### src/rtl/cpwm_pkg.sv
package cpwm_pkg;
  localparam int DB_W = 4;

  localparam logic [1:0] ADDR_CTL = 2'd0;
  localparam logic [1:0] ADDR_PRD = 2'd1;
  localparam logic [1:0] ADDR_CMP = 2'd2;
  localparam logic [1:0] ADDR_CLR = 2'd3;

  typedef struct packed {
    logic            irq_en;
    logic [DB_W-1:0] db;
    logic            ld_top;
    logic            sym;
    logic            run;
  } ctl_t;
endpackage

### src/rtl/cpwm_timebase.sv
module cpwm_timebase #(
  parameter int CW = 16
) (
  input  logic          clk,
  input  logic          rst_n,
  input  logic          run,
  input  logic          sym,
  input  logic          ld_top,
  input  logic [CW-1:0] sh_prd,
  input  logic [CW-1:0] sh_cmp,
  output logic [CW-1:0] cnt,
  output logic [CW-1:0] act_cmp
);
  logic [CW-1:0] cnt_q, cnt_n, prd_q, prd_n, cmp_q, cmp_n;
  logic          up_q, up_n;
  logic          at_top, load;

  always_comb begin
    at_top = (cnt_q >= prd_q);
    load   = (cnt_q == '0) || (sym && ld_top && up_q && at_top);
    prd_n  = load ? sh_prd : prd_q;
    cmp_n  = load ? sh_cmp : cmp_q;
    cnt_n  = cnt_q;
    up_n   = up_q;
    if (!run) begin
      cnt_n = '0;
      up_n  = 1'b1;
    end else if (!sym) begin
      up_n  = 1'b1;
      cnt_n = at_top ? '0 : cnt_q + 1'b1;
    end else if (up_q) begin
      if (at_top) begin
        up_n  = 1'b0;
        cnt_n = (cnt_q == '0) ? '0 : cnt_q - 1'b1;
      end else begin
        cnt_n = cnt_q + 1'b1;
      end
    end else if (cnt_q == '0) begin
      up_n  = 1'b1;
      cnt_n = (prd_q == '0) ? '0 : cnt_q + 1'b1;
    end else begin
      cnt_n = cnt_q - 1'b1;
    end
  end

  always_ff @(posedge clk or negedge rst_n) begin
    if (!rst_n) begin
      cnt_q <= '0;
      up_q  <= 1'b1;
      prd_q <= '0;
      cmp_q <= '0;
    end else begin
      cnt_q <= cnt_n;
      up_q  <= up_n;
      prd_q <= prd_n;
      cmp_q <= cmp_n;
    end
  end

  assign cnt     = cnt_q;
  assign act_cmp = cmp_q;
endmodule

### src/rtl/cpwm_deadband.sv
module cpwm_deadband #(
  parameter int DBW = 4
) (
  input  logic           clk,
  input  logic           rst_n,
  input  logic           raw,
  input  logic [DBW-1:0] db,
  output logic           out_a,
  output logic           out_b
);
  localparam int NCH = 2;
  logic [NCH-1:0] src, dly;

  assign src = {~raw, raw};

  for (genvar g = 0; g < NCH; g++) begin : g_ch
    logic [DBW-1:0] c_q, c_n;
    logic           o_q, o_n;

    always_comb begin
      c_n = c_q;
      o_n = o_q;
      if (!src[g]) begin
        c_n = '0;
        o_n = 1'b0;
      end else if (c_q == db) begin
        o_n = 1'b1;
      end else begin
        c_n = c_q + 1'b1;
      end
    end

    always_ff @(posedge clk or negedge rst_n) begin
      if (!rst_n) begin
        c_q <= '0;
        o_q <= 1'b0;
      end else begin
        c_q <= c_n;
        o_q <= o_n;
      end
    end

    assign dly[g] = o_q;
  end

  assign out_a = dly[0];
  assign out_b = dly[1];
endmodule

### src/rtl/cpwm_trip.sv
module cpwm_trip #(
  parameter int QUAL = 2
) (
  input  logic clk,
  input  logic rst_n,
  input  logic trip_n,
  input  logic clr,
  output logic tripped
);
  localparam int QW = $clog2(QUAL + 1);
  localparam logic [QW-1:0] QMAX = QW'(QUAL);

  logic [1:0]    sync_q, sync_n;
  logic [QW-1:0] q_q, q_n;
  logic          lat_q, lat_n, lvl;

  always_comb begin
    sync_n = {sync_q[0], trip_n};
    lvl    = (q_q == QMAX);
    if (sync_q[1])
      q_n = '0;
    else if (!lvl)
      q_n = q_q + 1'b1;
    else
      q_n = q_q;
    lat_n = lvl || (lat_q && !clr);
  end

  always_ff @(posedge clk or negedge rst_n) begin
    if (!rst_n) begin
      sync_q <= 2'b11;
      q_q    <= '0;
      lat_q  <= 1'b0;
    end else begin
      sync_q <= sync_n;
      q_q    <= q_n;
      lat_q  <= lat_n;
    end
  end

  assign tripped = lat_q;
endmodule

### src/rtl/cpwm_top.sv
module cpwm_top
  import cpwm_pkg::*;
#(
  parameter int CW   = 16,
  parameter int QUAL = 2
) (
  input  logic          clk,
  input  logic          rst_n,
  input  logic          wr_en,
  input  logic [1:0]    wr_addr,
  input  logic [CW-1:0] wr_data,
  input  logic          trip_n,
  output logic          pwm_a,
  output logic          pwm_b,
  output logic          pwm_oe_a,
  output logic          pwm_oe_b,
  output logic          irq,
  output logic [CW-1:0] ctl_status
);
  ctl_t          ctl_q, ctl_n;
  logic [CW-1:0] sh_prd_q, sh_prd_n, sh_cmp_q, sh_cmp_n;
  logic [CW-1:0] cnt_w, act_cmp_w;
  logic          raw_q, raw_n;
  logic          trip_clr, tripped;

  always_comb begin
    ctl_n    = ctl_q;
    sh_prd_n = sh_prd_q;
    sh_cmp_n = sh_cmp_q;
    if (wr_en) begin
      case (wr_addr)
        ADDR_CTL: begin
          ctl_n.run    = wr_data[0];
          ctl_n.sym    = wr_data[1];
          ctl_n.ld_top = wr_data[2];
          ctl_n.db     = wr_data[4 +: DB_W];
          ctl_n.irq_en = wr_data[9];
        end
        ADDR_PRD: sh_prd_n = wr_data;
        ADDR_CMP: sh_cmp_n = wr_data;
        default: ;
      endcase
    end
    trip_clr = wr_en && (wr_addr == ADDR_CLR) && wr_data[0];
    raw_n    = ctl_q.run && (cnt_w < act_cmp_w);
  end

  always_ff @(posedge clk or negedge rst_n) begin
    if (!rst_n) begin
      ctl_q    <= '0;
      sh_prd_q <= '0;
      sh_cmp_q <= '0;
      raw_q    <= 1'b0;
    end else begin
      ctl_q    <= ctl_n;
      sh_prd_q <= sh_prd_n;
      sh_cmp_q <= sh_cmp_n;
      raw_q    <= raw_n;
    end
  end

  cpwm_timebase #(.CW(CW)) u_tb (
    .clk    (clk),
    .rst_n  (rst_n),
    .run    (ctl_q.run),
    .sym    (ctl_q.sym),
    .ld_top (ctl_q.ld_top),
    .sh_prd (sh_prd_q),
    .sh_cmp (sh_cmp_q),
    .cnt    (cnt_w),
    .act_cmp(act_cmp_w)
  );

  cpwm_deadband #(.DBW(DB_W)) u_db (
    .clk  (clk),
    .rst_n(rst_n),
    .raw  (raw_q),
    .db   (ctl_q.db),
    .out_a(pwm_a),
    .out_b(pwm_b)
  );

  cpwm_trip #(.QUAL(QUAL)) u_trip (
    .clk    (clk),
    .rst_n  (rst_n),
    .trip_n (trip_n),
    .clr    (trip_clr),
    .tripped(tripped)
  );

  always_comb begin
    ctl_status              = '0;
    ctl_status[0]           = ctl_q.run;
    ctl_status[1]           = ctl_q.sym;
    ctl_status[2]           = ctl_q.ld_top;
    ctl_status[4 +: DB_W]   = ctl_q.db;
    ctl_status[8]           = tripped;
    ctl_status[9]           = ctl_q.irq_en;
  end

  assign pwm_oe_a = !tripped;
  assign pwm_oe_b = !tripped;
  assign irq      = tripped && ctl_q.irq_en;
endmodule

### config.mk
export PLATFORM = sky130hd
export DESIGN_NAME = cpwm_top
export DESIGN_NICKNAME = d
export VERILOG_FILES = /design/src/rtl/cpwm_pkg.sv /design/src/rtl/cpwm_timebase.sv /design/src/rtl/cpwm_deadband.sv /design/src/rtl/cpwm_trip.sv /design/src/rtl/cpwm_top.sv
export SDC_FILE = /design/constraint.sdc
export NUM_CORES = 1
export LEC_CHECK = 0
export CAP_MARGIN = 20
export CORE_UTILIZATION = 44
export CTS_CLUSTER_DIAMETER = 60
export DETAILED_ROUTE_END_ITERATION = 10
export MAX_ROUTING_LAYER = met4
export PLACE_DENSITY = 0.63
export SLEW_MARGIN = 20
export SYNTH_ARGS = -nofsm -noshare
export SYNTH_HDL_FRONTEND = slang
export SYNTH_SLANG_ARGS = --single-unit
### constraint.sdc
create_clock -name clk -period 4.4 [get_ports clk]
set_input_delay 0.44 -clock clk [delete_from_list [all_inputs] [get_ports clk]]
set_output_delay 0.44 -clock clk [all_outputs]
set_load 0.02 [all_outputs]
==> results.toml <==
[outcome]
status = "completed"

[power]
p_total_uw = 3320
peakVddDrop_mv = 0.346
power.density_nw_per_um2 = 501
p_leak_uw = 0.00310

[setup_path]
crit-reg2reg-launch = "u_tb.cnt[2]"
cp.arrival_ns = 3.36
worstSetupPathType = "flop to flop"
critPathRequiredTime_ns = 4.64
worst-r2r-setup-slack_ns = 1.27
crit_path_start_kind = "flop"
r2r_cells = 8
end_kind = "flop"
worstPathMaxFanout = 24
r2r-end = "u_tb.prd_q[1]"

[detailed_routing]
drtIter0Drc = 193
drc = 0
wl_per_cell_microns = 16.7
vias = 3965
postRouteWirelength_microns = 12400
firstDrtPassIters = 4
drtAntennaViolNets = 0
vias_per_cell = 5.36

[synth]
synth_seq_cells = 105
syn_area_per_cell_sq_um = 11.1
ys_types = 53
ys_seq_area_share_pct = 44.4
ys.flop_type = "dfrtp_1"
synth.cell_area_sq_um = 5930
synthArstFlopShare_pct = 100
synthCells = 536
synth_edf_count = 0
synth_warnings = 0

[layout]
areaGrowthSynthToFinish_pct = 11.7
nFillCells = 1207
drive_gt1_share_pct = 18.6
antenna_cells = 0
utilization_pct = 50.2
regArea_sq_um = 2630
layout_commonest_cell = "dfrtp_1"
layout_common_cells = "102 x dfrtp_1, 41 x mux2_2, 40 x inv_1"
multiInputGateArea_sq_um = 2960
nNetsFinal = 619
final_cells = 740

[clocking]
cts.clk_slew.worst_paths_ns = 0.07
clkSinkCount = 105
h-tree-depth = 3
holdBufCountCts = 0
insertion_delay_ns = 0.35
clockBufferDepth = 2
cts_setup_buffers = 0
tritoncts = "yes"
cts_resized = 0
numCtsBuffers = 9
clock-root-buffer = "clkbuf_16"

[die]
initial_core_util_pct = 45.0
die_h_microns = 118
fp.coreArea_sq_um = 13200
std_cell_rows = 42
io-pin-count = 43
dieArea_sq_um = 13900
die_w_microns = 118

[flow_run]
cap_violations = 0

[timing]
worst_slew_pin_slew_ns = 0.930
fin_skew_ns = 0.00677
hold_ws_ns = 0.129
max_slew_margin_pct = 37.4
timing.final.hold_violations = 0
fmax_ghz = 0.320
drv_slew = 0
period_share_pct = 71.0
period_minus_slack_ns = 3.13
rsz0062_at_grt = "no"
tns_ns = 0
setup_viol = 0

[global_route]
grt-ovfl-total = 0
grt_pass1_wl_microns = 21100
grt_pass1_vias = 4067
antenna_found_initial = 0
grt_use_total_pct = 20.0
grt_max_degree = 58

[min_path]
hold_path.class = "input port to async pin"

[place]
dp_hpwl_microns = 9070
portBuffers = 35
dp_cells = 725
finalWeightedCongestion = 0.821
-- sequential cells by signal (all words and copies together), names as in the netlist --
register	flops
u_trip.sync_q	2
u_trip.tripped	1
sh_prd_q	16
raw_q	1
u_db.out_b	1
u_db.g_ch.c_q	8
u_tb.cnt	16
u_tb.up_q	1
u_tb.act_cmp	16
u_trip.q_q	2
u_tb.prd_q	16
sh_cmp_q	16
ctl_status	8
u_db.out_a	1
-- cell families (layout without fill, tap and decap cells) --
logic type	count (synthesis)	count (layout)	synth area share (%)
AO/OA/AOI/OAI	60	60	7.64
adder cells (fa/ha/maj)	37	37	7.81
other	1	7	0.0632
AND/OR/NAND/NOR	168	168	15.4
flip-flops	105	105	44.4
buffers and inverters	72	94	6.06
multiplexers	73	73	15.7
XOR/XNOR	20	20	2.95
-- per-stage QoR --
stage | setup slack, ns | area [sq um]
2_1_floorplan | 1.94 | 5950
3_3_place_gp | 1.36 | 6350
3_5_place_dp | 1.28 | 6350
4_1_cts | 1.27 | 6630
5_1_grt | 1.04 | 6630
6_report | 1.27 | 6630
-- power breakdown --
part | internal (uW) | total (uW) | switching, uW
Combinational | 603 | 1110 | 504
Clock | 397 | 747 | 350
Sequential | 1230 | 1460 | 236
Total | 2230 | 3320 | 1090
-- routing by layer --
layer	vias up	wire length, microns	GRT usage, %
li1	1929	-	-
met4	0	259	8.01
met3	19	390	2.91
met1	1951	5650	25.0
met2	66	6070	32.6
met5	-	0	-
-- cells in the mapped netlist (all sizes together) (2+ instances only) --
cell type	instances	share of area, %
a211oi	4	0.51
a21boi	2	0.25
a21o	7	0.89
a21oi	10	0.91
and2	15	1.6
and3	3	0.34
buf	23	3.0
clkbuf	9	0.57
dfrtp	102	43
dfstp	3	1.3
ha	37	7.8
inv	40	2.5
mux2	71	15
mux2i	2	0.34
nand2	18	1.1
nand2b	3	0.32
nand3	24	2.0
nand3b	4	0.51
nand4	24	2.5
nor2	35	2.2
nor2b	11	1.2
nor3	7	0.68
nor3b	2	0.25
nor4	9	1.1
o211ai	7	0.89
o21a	3	0.38
o21ai	9	0.76
o221ai	11	1.6
or2	2	0.21
or3	8	0.84
xnor2	10	1.5
xor2	10	1.5
-- how the worst max path moves through the flow --
stage / from / to / slack [ns] / cells after the start
floorplan: u_tb.cnt[9] / u_tb.act_cmp[0] / 1.94 / 8
global placement: u_tb.cnt[2] / u_tb.prd_q[0] / 1.36 / 8
detailed placement: u_tb.cnt[2] / u_tb.prd_q[1] / 1.28 / 8
CTS: u_tb.cnt[2] / u_tb.prd_q[1] / 1.27 / 8
global route: u_tb.cnt[2] / u_tb.prd_q[0] / 1.04 / 8
finish: u_tb.cnt[2] / u_tb.prd_q[1] / 1.27 / 8
-- critical path: stages (launching register included) --
cell and delay [ns]:
dfrtp_1 0.51, ha_1 0.36, a211oi_1 0.22, o21ai_0 0.13, a211oi_1 0.37, o21ai_1 0.21
a41oi_4 0.56, buf_12 0.28, mux2_2 0.35
-- cell type report --
class / count / area share (%)
Inverter: 40 / 2.27
Clock inverter: 4 / 0.434
Sequential cell: 105 / 39.7
Multi-Input combinational cell: 365 / 44.7
Clock buffer: 11 / 3.66
Timing Repair Buffer: 39 / 5.89
Tap cell: 176 / 3.32
Power figures use the tool's default switching activity.
